### src/rtl/sertx_pkg.sv
package sertx_pkg;

  typedef enum logic [1:0] {
    TX_IDLE  = 2'd0,
    TX_START = 2'd1,
    TX_DATA  = 2'd2,
    TX_STOP  = 2'd3
  } tx_phase_e;

  localparam int unsigned MIN_DIV = 2;

endpackage

### src/rtl/sertx_baud.sv
module sertx_baud #(
  parameter int unsigned DIV_W = 12
) (
  input  logic             clk,
  input  logic             rst_n,
  input  logic             run,
  input  logic [DIV_W-1:0] divisor,
  output logic             tick
);
  import sertx_pkg::*;

  logic [DIV_W-1:0] lim;
  logic [DIV_W-1:0] cnt_q;
  logic [DIV_W-1:0] cnt_d;

  // Clamp the divisor so a bit never lasts fewer than three clocks.
  assign lim  = (divisor < DIV_W'(MIN_DIV)) ? DIV_W'(MIN_DIV) : divisor;
  assign tick = run && (cnt_q >= lim);

  always_comb begin
    if (!run || tick) cnt_d = '0;
    else              cnt_d = cnt_q + DIV_W'(1);
  end

  always_ff @(posedge clk or negedge rst_n) begin
    if (!rst_n) cnt_q <= '0;
    else        cnt_q <= cnt_d;
  end

  // bit boundaries are at least three clocks apart.
  a_r3_min_spacing: assert property (@(posedge clk) disable iff (!rst_n)
    tick |=> !tick ##1 !tick);

endmodule

### src/rtl/sertx_hold.sv
module sertx_hold #(
  parameter int unsigned DATA_W = 8
) (
  input  logic              clk,
  input  logic              rst_n,
  input  logic              enable,
  input  logic              wr_ok,
  input  logic [DATA_W-1:0] wr_word,
  input  logic              take,
  output logic              full,
  output logic              avail,
  output logic [DATA_W-1:0] src_word
);

  logic              full_q, full_d;
  logic [DATA_W-1:0] data_q, data_d;
  logic              data_ld;
  logic              bypass;

  // With the stage empty, a write taken in the same cycle is forwarded.
  assign bypass   = take && !full_q;
  assign avail    = full_q || wr_ok;
  assign src_word = full_q ? data_q : wr_word;
  assign full     = full_q;

  always_comb begin
    full_d  = full_q;
    data_ld = 1'b0;
    if (!enable) begin
      full_d = 1'b0;
    end else if (take) begin
      full_d  = full_q && wr_ok;
      data_ld = full_q && wr_ok;
    end else if (wr_ok) begin
      full_d  = 1'b1;
      data_ld = 1'b1;
    end
    data_d = data_ld ? wr_word : data_q;
  end

  always_ff @(posedge clk or negedge rst_n) begin
    if (!rst_n) full_q <= 1'b0;
    else        full_q <= full_d;
  end

  always_ff @(posedge clk or negedge rst_n) begin
    if (!rst_n)       data_q <= '0;
    else if (data_ld) data_q <= data_d;
  end

  // a waiting word stays until the shifter takes it or the port closes.
  a_r6_hold_keeps: assert property (@(posedge clk) disable iff (!rst_n)
    (full_q && !take && enable) |=> full_q);

  // a forwarded write never leaves the stage marked full.
  a_r8_bypass_clean: assert property (@(posedge clk) disable iff (!rst_n)
    (bypass && enable) |=> !full_q);

endmodule

### src/rtl/sertx_shift.sv
module sertx_shift #(
  parameter int unsigned DATA_W = 8
) (
  input  logic              clk,
  input  logic              rst_n,
  input  logic              enable,
  input  logic              tick,
  input  logic              wide_mode,
  input  logic              ninth_in,
  input  logic              avail,
  input  logic [DATA_W-1:0] src_word,
  output logic              take,
  output logic              txd,
  output logic              idle
);
  import sertx_pkg::*;

  localparam int unsigned FRAME_W = DATA_W + 1;
  localparam int unsigned CNT_W   = $clog2(FRAME_W + 1);

  tx_phase_e          phase_q, phase_d;
  logic [FRAME_W-1:0] sreg_q, sreg_d;
  logic [CNT_W-1:0]   bit_q, bit_d;
  logic [CNT_W-1:0]   last_q, last_d;
  logic               pend_q, pend_d;
  logic               last_bit;
  logic               free;
  logic [FRAME_W-1:0] load_word;
  logic [CNT_W-1:0]   load_last;

  assign last_bit  = (bit_q == last_q);
  // The data register is free once the last data bit has gone out.
  assign free      = (phase_q == TX_IDLE)
                  || ((phase_q == TX_STOP) && !pend_q)
                  || ((phase_q == TX_DATA) && tick && last_bit);
  assign take      = enable && free && avail;
  assign load_word = {wide_mode ? ninth_in : 1'b0, src_word};
  assign load_last = wide_mode ? CNT_W'(DATA_W) : CNT_W'(DATA_W - 1);

  always_comb begin
    phase_d = phase_q;
    sreg_d  = sreg_q;
    bit_d   = bit_q;
    last_d  = last_q;
    pend_d  = pend_q;
    if (!enable) begin
      phase_d = TX_IDLE;
      pend_d  = 1'b0;
    end else begin
      case (phase_q)
        TX_IDLE: begin
          if (take) begin
            phase_d = TX_START;
            sreg_d  = load_word;
            last_d  = load_last;
          end
        end
        TX_START: begin
          if (tick) begin
            phase_d = TX_DATA;
            bit_d   = '0;
          end
        end
        TX_DATA: begin
          if (tick) begin
            if (last_bit) begin
              phase_d = TX_STOP;
              if (take) begin
                sreg_d = load_word;
                last_d = load_last;
                pend_d = 1'b1;
              end
            end else begin
              sreg_d = sreg_q >> 1;
              bit_d  = bit_q + CNT_W'(1);
            end
          end
        end
        default: begin
          if (take) begin
            sreg_d = load_word;
            last_d = load_last;
            pend_d = 1'b1;
          end
          if (tick) begin
            pend_d  = 1'b0;
            phase_d = (pend_q || take) ? TX_START : TX_IDLE;
          end
        end
      endcase
    end
  end

  always_ff @(posedge clk or negedge rst_n) begin
    if (!rst_n) begin
      phase_q <= TX_IDLE;
      sreg_q  <= '0;
      bit_q   <= '0;
      last_q  <= '0;
      pend_q  <= 1'b0;
    end else begin
      phase_q <= phase_d;
      sreg_q  <= sreg_d;
      bit_q   <= bit_d;
      last_q  <= last_d;
      pend_q  <= pend_d;
    end
  end

  always_comb begin
    case (phase_q)
      TX_START: txd = 1'b0;
      TX_DATA:  txd = sreg_q[0];
      default:  txd = 1'b1;
    endcase
  end

  assign idle = (phase_q == TX_IDLE);

  // a word already waiting at the end of a stop bit starts a frame at once.
  a_r5_chain: assert property (@(posedge clk) disable iff (!rst_n)
    (enable && phase_q == TX_STOP && tick && pend_q) |=> phase_q == TX_START);

  // the stop bit is always followed by a start bit or by idle.
  a_r2_after_stop: assert property (@(posedge clk) disable iff (!rst_n)
    (phase_q == TX_STOP && tick) |=> (phase_q == TX_START || phase_q == TX_IDLE));

endmodule

### src/rtl/sertx_top.sv
module sertx_top #(
  parameter int unsigned DATA_W = 8,
  parameter int unsigned DIV_W  = 12
) (
  input  logic              clk,
  input  logic              rst_n,
  input  logic              enable,
  input  logic              wide_mode,
  input  logic              ninth_in,
  input  logic [DIV_W-1:0]  divisor,
  input  logic              wr_en,
  input  logic [DATA_W-1:0] wr_data,
  output logic              txd,
  output logic              hold_empty,
  output logic              shift_empty
);

  logic [1:0]        rs_q;
  logic              rst_core_n;
  logic              wr_ok;
  logic              tick;
  logic              take;
  logic              full;
  logic              avail;
  logic              idle;
  logic [DATA_W-1:0] src_word;

  always_ff @(posedge clk or negedge rst_n) begin
    if (!rst_n) rs_q <= 2'b00;
    else        rs_q <= {rs_q[0], 1'b1};
  end
  assign rst_core_n = rs_q[1];

  assign wr_ok = wr_en && enable;

  sertx_baud #(.DIV_W(DIV_W)) i_baud (
    .clk     (clk),
    .rst_n   (rst_core_n),
    .run     (enable && !idle),
    .divisor (divisor),
    .tick    (tick)
  );

  sertx_hold #(.DATA_W(DATA_W)) i_hold (
    .clk      (clk),
    .rst_n    (rst_core_n),
    .enable   (enable),
    .wr_ok    (wr_ok),
    .wr_word  (wr_data),
    .take     (take),
    .full     (full),
    .avail    (avail),
    .src_word (src_word)
  );

  sertx_shift #(.DATA_W(DATA_W)) i_shift (
    .clk       (clk),
    .rst_n     (rst_core_n),
    .enable    (enable),
    .tick      (tick),
    .wide_mode (wide_mode),
    .ninth_in  (ninth_in),
    .avail     (avail),
    .src_word  (src_word),
    .take      (take),
    .txd       (txd),
    .idle      (idle)
  );

  assign hold_empty  = !full;
  assign shift_empty = idle;

  // closing the port returns everything to the empty, idle-high state.
  a_r9_close: assert property (@(posedge clk) disable iff (!rst_core_n)
    !enable |=> (txd && hold_empty && shift_empty));

  // the line never leaves high while no frame is in progress.
  a_r7_idle_high: assert property (@(posedge clk) disable iff (!rst_core_n)
    shift_empty |-> txd);

  // a frame begins only for a real word, written or waiting.
  a_r8_no_phantom: assert property (@(posedge clk) disable iff (!rst_core_n)
    $fell(shift_empty) |-> $past((wr_en && enable) || !hold_empty));

  // a waiting word never sits behind an idle shifter.
  a_r5_drain: assert property (@(posedge clk) disable iff (!rst_core_n)
    (enable && !hold_empty && shift_empty) |=> !shift_empty);

endmodule

### config.mk
export PLATFORM = sky130hd
export DESIGN_NAME = sertx_top
export DESIGN_NICKNAME = d
export VERILOG_FILES = /design/src/rtl/sertx_pkg.sv /design/src/rtl/sertx_baud.sv /design/src/rtl/sertx_hold.sv /design/src/rtl/sertx_shift.sv /design/src/rtl/sertx_top.sv
export SDC_FILE = /design/constraint.sdc
export NUM_CORES = 1
export LEC_CHECK = 0
export CAP_MARGIN = 30
export CORE_ASPECT_RATIO = 0.9
export CORE_MARGIN = 1
export CORE_UTILIZATION = 34
export CTS_BUF_LIST = sky130_fd_sc_hd__clkbuf_8
export CTS_CLUSTER_DIAMETER = 40
export DETAILED_ROUTE_END_ITERATION = 16
export GPL_ROUTABILITY_DRIVEN = 0
export PLACE_DENSITY_LB_ADDON = 0.25
export RECOVER_POWER = 25
export SETUP_SLACK_MARGIN = 0.02
export SLEW_MARGIN = 20
export SYNTH_ARGS = -nofsm -noshare
export SYNTH_HDL_FRONTEND = slang
export SYNTH_SLANG_ARGS = --single-unit
### constraint.sdc
create_clock -name clk -period 3.4 [get_ports clk]
set_input_delay 0.68 -clock clk [delete_from_list [all_inputs] [get_ports clk]]
set_output_delay 0.68 -clock clk [all_outputs]
set_load 0.005 [all_outputs]
Word level (Yosys, flattened, before mapping)
Cells that the tools add are included.
{"block": "op_classes", "n_addsub": 2, "n_lt_le_gt_ge": 2, "n_eq_ne": 15, "mux": 38, "n_bitwise": 1, "n_reduce_logical": 26}
{"operator": "4-bit two-way mux", "n": 7}
{"operator": "9-bit two-way mux", "n": 3}
{"operator": "12-bit two-way mux", "n": 2}
{"operator": "9-bit one-hot mux with 2 select lines", "n": 1}
{"operator": "4-bit one-hot mux with 2 select lines", "n": 2}
{"operator": "1-bit two-way mux", "n": 13}
{"operator": "12-bit by 1-bit adder with 12-bit output, second input constant", "n": 1}
{"operator": "12-bit >= comparator", "n": 1}
{"operator": "12-bit by 2-bit less-than comparator with 1-bit output, second input constant", "n": 1}
{"operator": "2-bit two-way mux", "n": 6}
{"operator": "5-bit AND reduction", "n": 2}
{"operator": "1-bit logical AND", "n": 9}
{"operator": "8-bit two-way mux", "n": 1}
{"operator": "2-bit inequality test, second input constant", "n": 4}
{"operator": "3-bit by 1-bit inequality test with 1-bit output, second input constant", "n": 2}
{"operator": "3-bit by 2-bit inequality test with 1-bit output, second input constant", "n": 2}
{"operator": "3-bit inequality test, second input constant", "n": 2}
{"operator": "2-bit one-hot mux with 3 select lines", "n": 1}
{"operator": "3-bit AND reduction", "n": 2}
{"operator": "1-bit logical OR", "n": 5}
{"operator": "4-bit by 1-bit adder with 4-bit output, second input constant", "n": 1}
{"operator": "2-bit == test, second input constant", "n": 2}
{"operator": "4-bit == test", "n": 1}
{"operator": "1-bit logical NOT", "n": 4}
{"operator": "other kinds (8)", "n": 9}
{"block": "word_totals", "regBits": 43, "input_bits": 26, "output_inout_bits": 3, "elab_cells": 93}

Depth between registers and ports, before layout
Gate-level depths: netlist of the first run.
{"block": "logic_depth", "word_depth": 14, "ltp_mapped": 10, "depth_no_buf": 9}

Cells and area by module
A second synthesis of the first run with hierarchy kept.
{"block": "hier_totals", "hier_cells": 253, "area_unflattened_um2": 2661.3}
{"mod": "sertx_shift", "n_inst": 1, "cells_per_inst": 109, "area_each_um2": 1147.4, "seq_area_each_um2": 450.4}
{"mod": "sertx_baud", "n_inst": 1, "cells_per_inst": 107, "area_each_um2": 970.9, "seq_area_each_um2": 300.3}
{"mod": "sertx_hold", "n_inst": 1, "cells_per_inst": 31, "area_each_um2": 465.4, "seq_area_each_um2": 225.2}
{"mod": "sertx_top", "n_inst": 1, "cells_per_inst": 6, "area_each_um2": 77.6, "seq_area_each_um2": 50.0}

Worst setup path after synthesis of the first run
Ideal clock, no wire load.
{"block": "synth_timing", "path_kind": "input-to-reg", "from": "input divisor[8]", "to": "register i_shift.sreg_q[0]", "setup_time_ns": 0.123, "arrival_ns": 2.966, "required_time_ns": 3.277, "path_slack_ns": 0.311, "cell_stages": 10, "path_buffers": 1, "cell_sequence": "nor4_1 -> a31oi_1 -> ha_1 -> nand2b_1 -> a2111oi_0 -> o21ai_1 -> or2_1 -> o21a_1 -> buf_2 -> o221a_2"}
{"block": "synth_between", "elab_chain_len": 13, "elab_cells_between_ends": 15, "classes_between": "2 x order compare; 1 x eq/ne; 5 x mux; 7 x reduce/logical"}
{"item": "from (decl)", "line": "sertx_top.sv:10", "source": "input logic [DIV_W-1:0] divisor,"}
{"item": "12-bit by 2-bit less-than comparator with 1-bit output", "line": "sertx_baud.sv:17", "source": "assign lim = (divisor < DIV_W'(MIN_DIV)) ? DIV_W'(MIN_DIV) : divisor;"}
{"item": "12-bit two-way mux *", "line": "sertx_baud.sv:17"}
{"item": "12-bit >= comparator *", "line": "sertx_baud.sv:18", "source": "assign tick = run && (cnt_q >= lim);"}
{"item": "1-bit logical AND *", "line": "sertx_baud.sv:18"}
{"item": "1-bit logical AND (2 in series)", "line": "sertx_shift.sv:35", "source": "|| ((phase_q == TX_DATA) && tick && last_bit);"}
{"item": "1-bit logical OR", "line": "sertx_shift.sv:35"}
{"item": "1-bit logical AND (2 in series)", "line": "sertx_shift.sv:36", "source": "assign take = enable && free && avail;"}
{"item": "9-bit two-way mux (3 in series)"}
{"item": "9-bit one-hot mux with 2 select lines"}
{"item": "to (signal assigned)", "line": "sertx_shift.sv:103", "source": "sreg_q <= sreg_d;"}
{"item": "to (decl)", "line": "sertx_shift.sv:22", "source": "logic [FRAME_W-1:0] sreg_q, sreg_d;"}
Mark *: on every way between the ends. The rest lies on a longest branch, timed or not. The select of a mux whose other input is x is not followed.
A chain may end at the register's enable or synchronous reset.

Final worst setup path of the first run
{"block": "layout_timing", "from": "input divisor[11]", "to": "register i_hold.data_q[7]"}
{"block": "layout_between", "elab_chain_len": 11}
{"item": "12-bit by 2-bit less-than comparator with 1-bit output", "line": "sertx_baud.sv:17"}
{"item": "12-bit two-way mux *", "line": "sertx_baud.sv:17"}
{"item": "12-bit >= comparator *", "line": "sertx_baud.sv:18"}
{"item": "1-bit logical AND *", "line": "sertx_baud.sv:18"}
{"item": "1-bit logical AND * (2 in series)", "line": "sertx_shift.sv:35"}
{"item": "1-bit logical OR *", "line": "sertx_shift.sv:35"}
{"item": "1-bit logical AND * (2 in series)", "line": "sertx_shift.sv:36"}
{"item": "1-bit two-way mux *", "line": "sertx_hold.sv:31", "source": "end else if (take) begin"}
{"item": "1-bit two-way mux *", "line": "sertx_hold.sv:29", "source": "if (!enable) begin"}
{"item": "to (signal assigned)", "line": "sertx_hold.sv:48", "source": "else if (data_ld) data_q <= data_d;"}
{"item": "to (decl)", "line": "sertx_hold.sv:16", "source": "logic [DATA_W-1:0] data_q, data_d;"}
Mark *: on every way between the ends. The rest lies on a longest branch, timed or not.

==> results.sh, run 1 <==
export IMPL_setup_ws_ns=0.166
export IMPL_coreArea_sq_um=7000
export IMPL_rsz0062_at_grt="no"
export IMPL_ys_ff_latch=41
export IMPL_p_leak_uw=0.00140
export IMPL_final_net_count=338
export IMPL_ctsHtreeMaxLevel=2
export IMPL_syn_nets=289
export IMPL_synth_cell_types=45
export IMPL_final_setup_viol_count=0
export IMPL_cp_cell_sequence="clkdlybuf4s50_1 > buf_4 > inv_1 > ha_1 > nand4_1 > a2111o_1 > o21ai_4 > nor4_2 > buf_4 > o311ai_4 > buf_12 > mux2_2"
export IMPL_antenna_cells=0
export IMPL_cts_buffers=5
export IMPL_dr_total_vias=1874
export IMPL_routed_wl_um=5120
export IMPL_syn_area_per_cell_sq_um=10.0
export IMPL_first_pass_iters=4
export IMPL_clock_latency_ns=0.29
export IMPL_hold_violations=0
export IMPL_cp_start_kind="input pin"
export IMPL_critPathBufInv=5
export IMPL_die_area_sq_um=7570
export IMPL_area_growth_pct=28.8
export IMPL_max_vdd_ir_drop_uv=353
export IMPL_yosys_most_used_dff="dfrtp_1"
export IMPL_clkSinkCount=41
export IMPL_cap_violations=0
export IMPL_hold_ws_ns=0.118
export IMPL_final_antenna_net_count=0
export IMPL_die_h_um=82.6
export IMPL_wl_per_cell_um=13.2
export IMPL_drive_gt1_frac=0.241
export IMPL_yosysMostFrequentCell="dfrtp_1"
export IMPL_total_power_uw=1850
export IMPL_power_density_nw_per_um2=585
export IMPL_synth_largest_area_cell="dfrtp_1"
export IMPL_grt_overflow=0
export IMPL_worst_slew_margin_rel=0.442
export IMPL_synth_area_sq_um=2460
export IMPL_max_slew_worst_pin_slew_ns=0.836
export IMPL_fin_crit_sh=0.951
export IMPL_synth_edff_count=0
export IMPL_max_stage_delay_ns=0.54
export IMPL_critical_path_most_common_cell="buf_4"
export IMPL_synth_top_area_share=0.418
export IMPL_tritoncts="yes"
export IMPL_grt_max_degree=23
export IMPL_post_dp_hpwl_um=3790
export IMPL_outcome="complete, no violations"
export IMPL_synth_common_cells="dfrtp_1, nor2_1, inv_1"
export IMPL_fin_tns_setup_ns=0
export IMPL_hold_buffers=0
export IMPL_fmax_ghz=0.309
export IMPL_cts_buffer_depth=2
export IMPL_finish_instance_area_sq_um=3160
export IMPL_io_buffer_count=28
export IMPL_crit_type="input pin to register"
export IMPL_io_pins=29
export IMPL_synthArstFlopShare=1.00
export IMPL_hold_class="register to asynchronous set/reset pin"
export IMPL_cp_data_arrival_time_ns=3.41
export IMPL_synthCells=245
export IMPL_slowest_stage="clkdlybuf4s50_1"
export IMPL_die_x_um=91.6
export IMPL_first_global_vias=1986
export IMPL_start_util=0.351
export IMPL_post_place_ws_ns=-0.320
export IMPL_clkTransAtPathRegs_ns=0.08
export IMPL_required_ns=3.58
export IMPL_drt_iter0_drc=70
export IMPL_antenna_found_initial=0
export IMPL_vias_per_cell=4.83
export IMPL_grt_pass1_wl_um=9330
export IMPL_seq_area_frac_synth=0.418
export IMPL_cts_root_buf="clkbuf_8"
export IMPL_dpl_cell_area_sq_um=2970
export IMPL_yosys_warnings=0
export IMPL_rows=29
export IMPL_finClkSkew_ns=0.00881
export IMPL_crit_family="buffers and inverters"
export IMPL_synth_area_leaders="dfrtp_1, ha_1, mux2_2"
export IMPL_cp_end_kind="register"
export IMPL_cp_max_fo=8
export IMPL_period_minus_slack_ns=3.23
export IMPL_finalMaxSlewViolations=0
export IMPL_grt_total_usage=0.157
export IMPL_drc=0
==> report_power, final <==
| group | leakage, uW | internal [uW] | switching [uW] |
|---|---|---|---|
| Combinational | 0.000812 | 396 | 335 |
| Sequential | 0.000525 | 626 | 102 |
| Clock | 0.0000595 | 217 | 173 |
==> through the flow <==
step	util	cells
global placement	0.424	378
CTS	0.444	387
finish	0.452	388
detailed placement	0.424	378
global route	0.452	388
floorplan	-	245
==> layer usage <==
layer  global-route usage  part of all wire  up-vias
met5                    0                 0        -
met3               0.0302             0.020        2
met2                0.248              0.44       14
met1                0.216              0.53      890
met4               0.0571            0.0076        0
li1                     -                 -      968
==> area by class of cell <==
| class | count | area (sq um) |
|---|---|---|
| clock inverters | 3 | 42.5 |
| well taps | 93 | 116 |
| flip-flops and latches | 41 | 1030 |
| inverters | 22 | 82.6 |
| multi-input cells | 175 | 1380 |
| repair buffers | 49 | 447 |
| clock buffers | 5 | 68.8 |
| fillers | 660 | 3840 |
==> cells in the final DEF, fill, tap and decap left out, types with 5 or more instances in the layout <==
master / netlist / layout
dfrtp_1: 41 / 41
clkdlybuf4s50_1: 0 / 27
inv_1: 22 / 23
nor2_1: 23 / 23
buf_4: 0 / 19
ha_1: 18 / 18
mux2_2: 17 / 17
nand2_1: 14 / 14
nand3_1: 10 / 10
or2_2: 9 / 9
o21ai_0: 8 / 8
o221a_2: 8 / 8
a21oi_1: 7 / 7
xor2_1: 6 / 6
and3_1: 5 / 5
xnor2_1: 5 / 5
clkbuf_8: 0 / 5
==> what timing repair did <==
item                                    in CTS  in global routing
pin swaps                                    1                  6
buffers inserted                             1                  0
endpoints found under the setup margin      10                 24
resized for setup                            2                  8
cloned                                       0                  0
==> sequential cells by signal, indices dropped and copies added, names as in the netlist <==
name	flops
i_shift.sreg_q	9
i_shift.phase_q	2
i_shift.bit_q	4
i_shift.pend_q	1
i_baud.cnt_q	12
rs_q	2
i_hold.data_q	8
i_shift.last_q	2
i_hold.full	1
==> final timing paths <==
path,cells past startpoint,slack (ns),start,end
max,12,0.17,divisor[11],i_hold.data_q[7]$_DFFE_PN0P_
min,0,0.12,rs_q[1]$_DFF_PN0_,i_baud.cnt_q[0]$_DFF_PN0_
max reg2reg,9,0.78,i_baud.cnt_q[2]$_DFF_PN0_,i_hold.data_q[7]$_DFFE_PN0P_
min reg2reg,0,0.12,rs_q[1]$_DFF_PN0_,i_baud.cnt_q[0]$_DFF_PN0_
max in group asynchronous,1,2.23,rs_q[1]$_DFF_PN0_,i_shift.bit_q[2]$_DFFE_PN0P_
min in group clk,0,0.36,rs_q[0]$_DFF_PN0_,rs_q[1]$_DFF_PN0_
==> kinds of logic after synthesis <==
logic type                 share of synthesized area
AOI/OAI and AO/OA                              0.152
buffers and inverters                         0.0453
muxes                                         0.0902
xor gates and xnor gates                      0.0392
and+or+nand+nor                                0.163
other                                        0.00153
adders and majority gates                     0.0917
DFF                                            0.418
Power figures use the tool's default switching activity.
==> run 2: changes to the inputs <==
PLACE_DENSITY = 0.56   (was not set)
PLACE_DENSITY_LB_ADDON = not set   (was 0.25)
REMOVE_ABC_BUFFERS = 1   (was not set)
==> run 2 against run 1 <==
Clock power fell by 11%. Die area did not move. Total power fell by 2.2%. Non-clock buffer count rose by 11.
==> results.sh, run 2 (same netlist as run 1, synthesis figures left out) <==
export IMPL_outcome="complete, no violations"
export IMPL_cp_data_arrival_time_ns=3.41
export IMPL_clkTransAtPathRegs_ns=0.08
export IMPL_dpl_cell_count=388
export IMPL_antenna_found_initial=0
export IMPL_max_slew_worst_pin_slew_ns=1.29
export IMPL_r2r_end="i_hold.data_q[6]$_DFFE_PN0P_"
export IMPL_wl_per_cell_um=12.5
export IMPL_grt_total_usage=0.144
export IMPL_drt_iter0_drc=64
export IMPL_cp_depth=13
export IMPL_hold_class="register to asynchronous set/reset pin"
export IMPL_critical_path_most_common_cell="buf_4"
export IMPL_fmax_ghz=0.309
export IMPL_cts_buffer_depth=2
export IMPL_largest_reg_flops=12
export IMPL_tritoncts="yes"
export IMPL_finish_instance_area_sq_um=3200
export IMPL_slowest_stage="clkdlybuf4s50_1"
export IMPL_cp_max_fo=4
export IMPL_finalMaxSlewViolations=0
export IMPL_cts_root_buf="clkbuf_8"
export IMPL_grt_pass1_wl_um=8610
export IMPL_die_h_um=82.6
export IMPL_period_minus_slack_ns=3.24
export IMPL_cp_start_kind="input pin"
export IMPL_die_x_um=91.6
export IMPL_fin_cells=399
export IMPL_finClkSkew_ns=0.00722
export IMPL_rsz0062_at_grt="no"
export IMPL_cap_violations=0
export IMPL_first_pass_iters=4
export IMPL_hold_violations=0
export IMPL_worst_slew_margin_rel=0.139
export IMPL_final_antenna_net_count=0
export IMPL_first_global_vias=1834
export IMPL_reg_largest_list="i_baud.cnt_q x12, i_shift.sreg_q x9, i_hold.data_q x8"
export IMPL_critPathLaunch="divisor[6]"
export IMPL_start_util=0.351
export IMPL_clkSinkCount=41
export IMPL_power_density_nw_per_um2=564
export IMPL_dr_total_vias=1923
export IMPL_max_vdd_ir_drop_uv=368
export IMPL_cp_cell_sequence="clkdlybuf4s50_1 > nor4_2 > buf_4 > a31oi_1 > ha_1 > nand2b_1 > a2111oi_4 > o21ai_2 > nor4_2 > buf_4 > o311ai_4 > buf_4 > mux2_2"
export IMPL_routed_wl_um=5010
export IMPL_drc=0
export IMPL_vias_per_cell=4.82
export IMPL_grt_max_degree=25
export IMPL_crit_type="input pin to register"
export IMPL_crit_family="buffers and inverters"
export IMPL_io_pins=29
export IMPL_antenna_cells=0
export IMPL_final_cell_mix="dfrtp_1, buf_4, clkdlybuf4s50_1"
export IMPL_fin_util=0.458
export IMPL_cts_buffers=5
export IMPL_dpl_cell_area_sq_um=3040
export IMPL_reg2reg_depth=9
export IMPL_critPathBufInv=4
export IMPL_io_buffer_count=28
export IMPL_cp_end_kind="register"
export IMPL_fin_crit_sh=0.952
export IMPL_max_stage_delay_ns=0.43
export IMPL_clock_latency_ns=0.29
export IMPL_coreArea_sq_um=7000
export IMPL_ctsHtreeMaxLevel=2
export IMPL_drive_gt1_frac=0.275
export IMPL_p_leak_uw=0.00144
export IMPL_required_ns=3.57
export IMPL_post_dp_hpwl_um=3810
export IMPL_final_setup_viol_count=0
export IMPL_final_net_count=349
export IMPL_r2r_start="i_baud.cnt_q[2]$_DFF_PN0_"
export IMPL_r2r_slack_ns=0.79
export IMPL_grt_overflow=0
export IMPL_largest_register="i_baud.cnt_q"
export IMPL_hold_buffers=0
export IMPL_area_growth_pct=30.5
export IMPL_rows=29
export IMPL_die_area_sq_um=7570
export IMPL_final_common_cell="dfrtp_1"
[run 2: cell count changes in the layout (fill, tap and decap cells not counted), moves of 2 or more]
cell	delta
clkbuf_8	+2
nor4_4	-2
nor4_2	+2
buf_4	+11
[run 2: worst reg2reg max path: cells and delay by family, from the launching register on]
kind | cells | cell delay [ns]
flops | 1 | 0.44
simple gates | 1 | 0.06
fa+ha+maj | 1 | 0.30
mux | 1 | 0.33
buf+inv | 2 | 0.36
compound gates | 4 | 1.01
[run 2: power breakdown]
group / total, uW / internal [uW] / switching, uW / leakage [uW]
Combinational: 731 / 402 / 329 / 0.000859
Sequential: 729 / 626 / 103 / 0.000525
Clock: 348 / 184 / 165 / 0.0000542
[run 2: worst max-delay path by stage]
stage / endpoint
finish: i_hold.data_q[6]$_DFFE_PN0P_
CTS: i_hold.data_q[6]$_DFFE_PN0P_
detailed placement: i_shift.sreg_q[6]$_DFFE_PN0P_
global placement: i_hold.data_q[1]$_DFFE_PN0P_
global route: i_shift.phase_q[0]$_DFFE_PN0P_
floorplan: i_shift.last_q[3]$_DFFE_PN0P_
[run 2: metrics by stage]
stage          power, uW  setup TNS, ns  hold WS, ns  setup slack, ns
6_report            1810              0        0.262            0.163
5_1_grt             1930              0        0.338          0.00624
4_1_cts             1800              0        0.288           0.0476
3_5_place_dp        1440          -6.00        0.280           -0.321
3_3_place_gp        1430          -5.54        0.284           -0.282
2_1_floorplan       1190              0        0.331            0.153
[run 2: layout make-up]
type                       instances  area, sq um
multi-input combinational        175         1360
timing repair buffer              60          520
clock buffer                       7         96.3
inverter                          22         82.6
fill                             676         3800
clock inverter                     1         5.00
sequential                        41         1030
tap                               93          116
[run 2: what timing repair did]
action	in CTS	in global routing
endpoints found under the hold margin	0	0
pin swaps	0	5
gates resized for setup	2	7
buffers inserted	0	3
setup endpoints to repair	7	26
[run 2: routing by layer]
metal / vias up / track usage / wire length (um)
li1: 990 / - / -
met3: 6 / 0.0275 / 126
met1: 898 / 0.211 / 2690
met5: - / 0 / 0
met4: 0 / 0.0397 / 53
met2: 29 / 0.216 / 2140
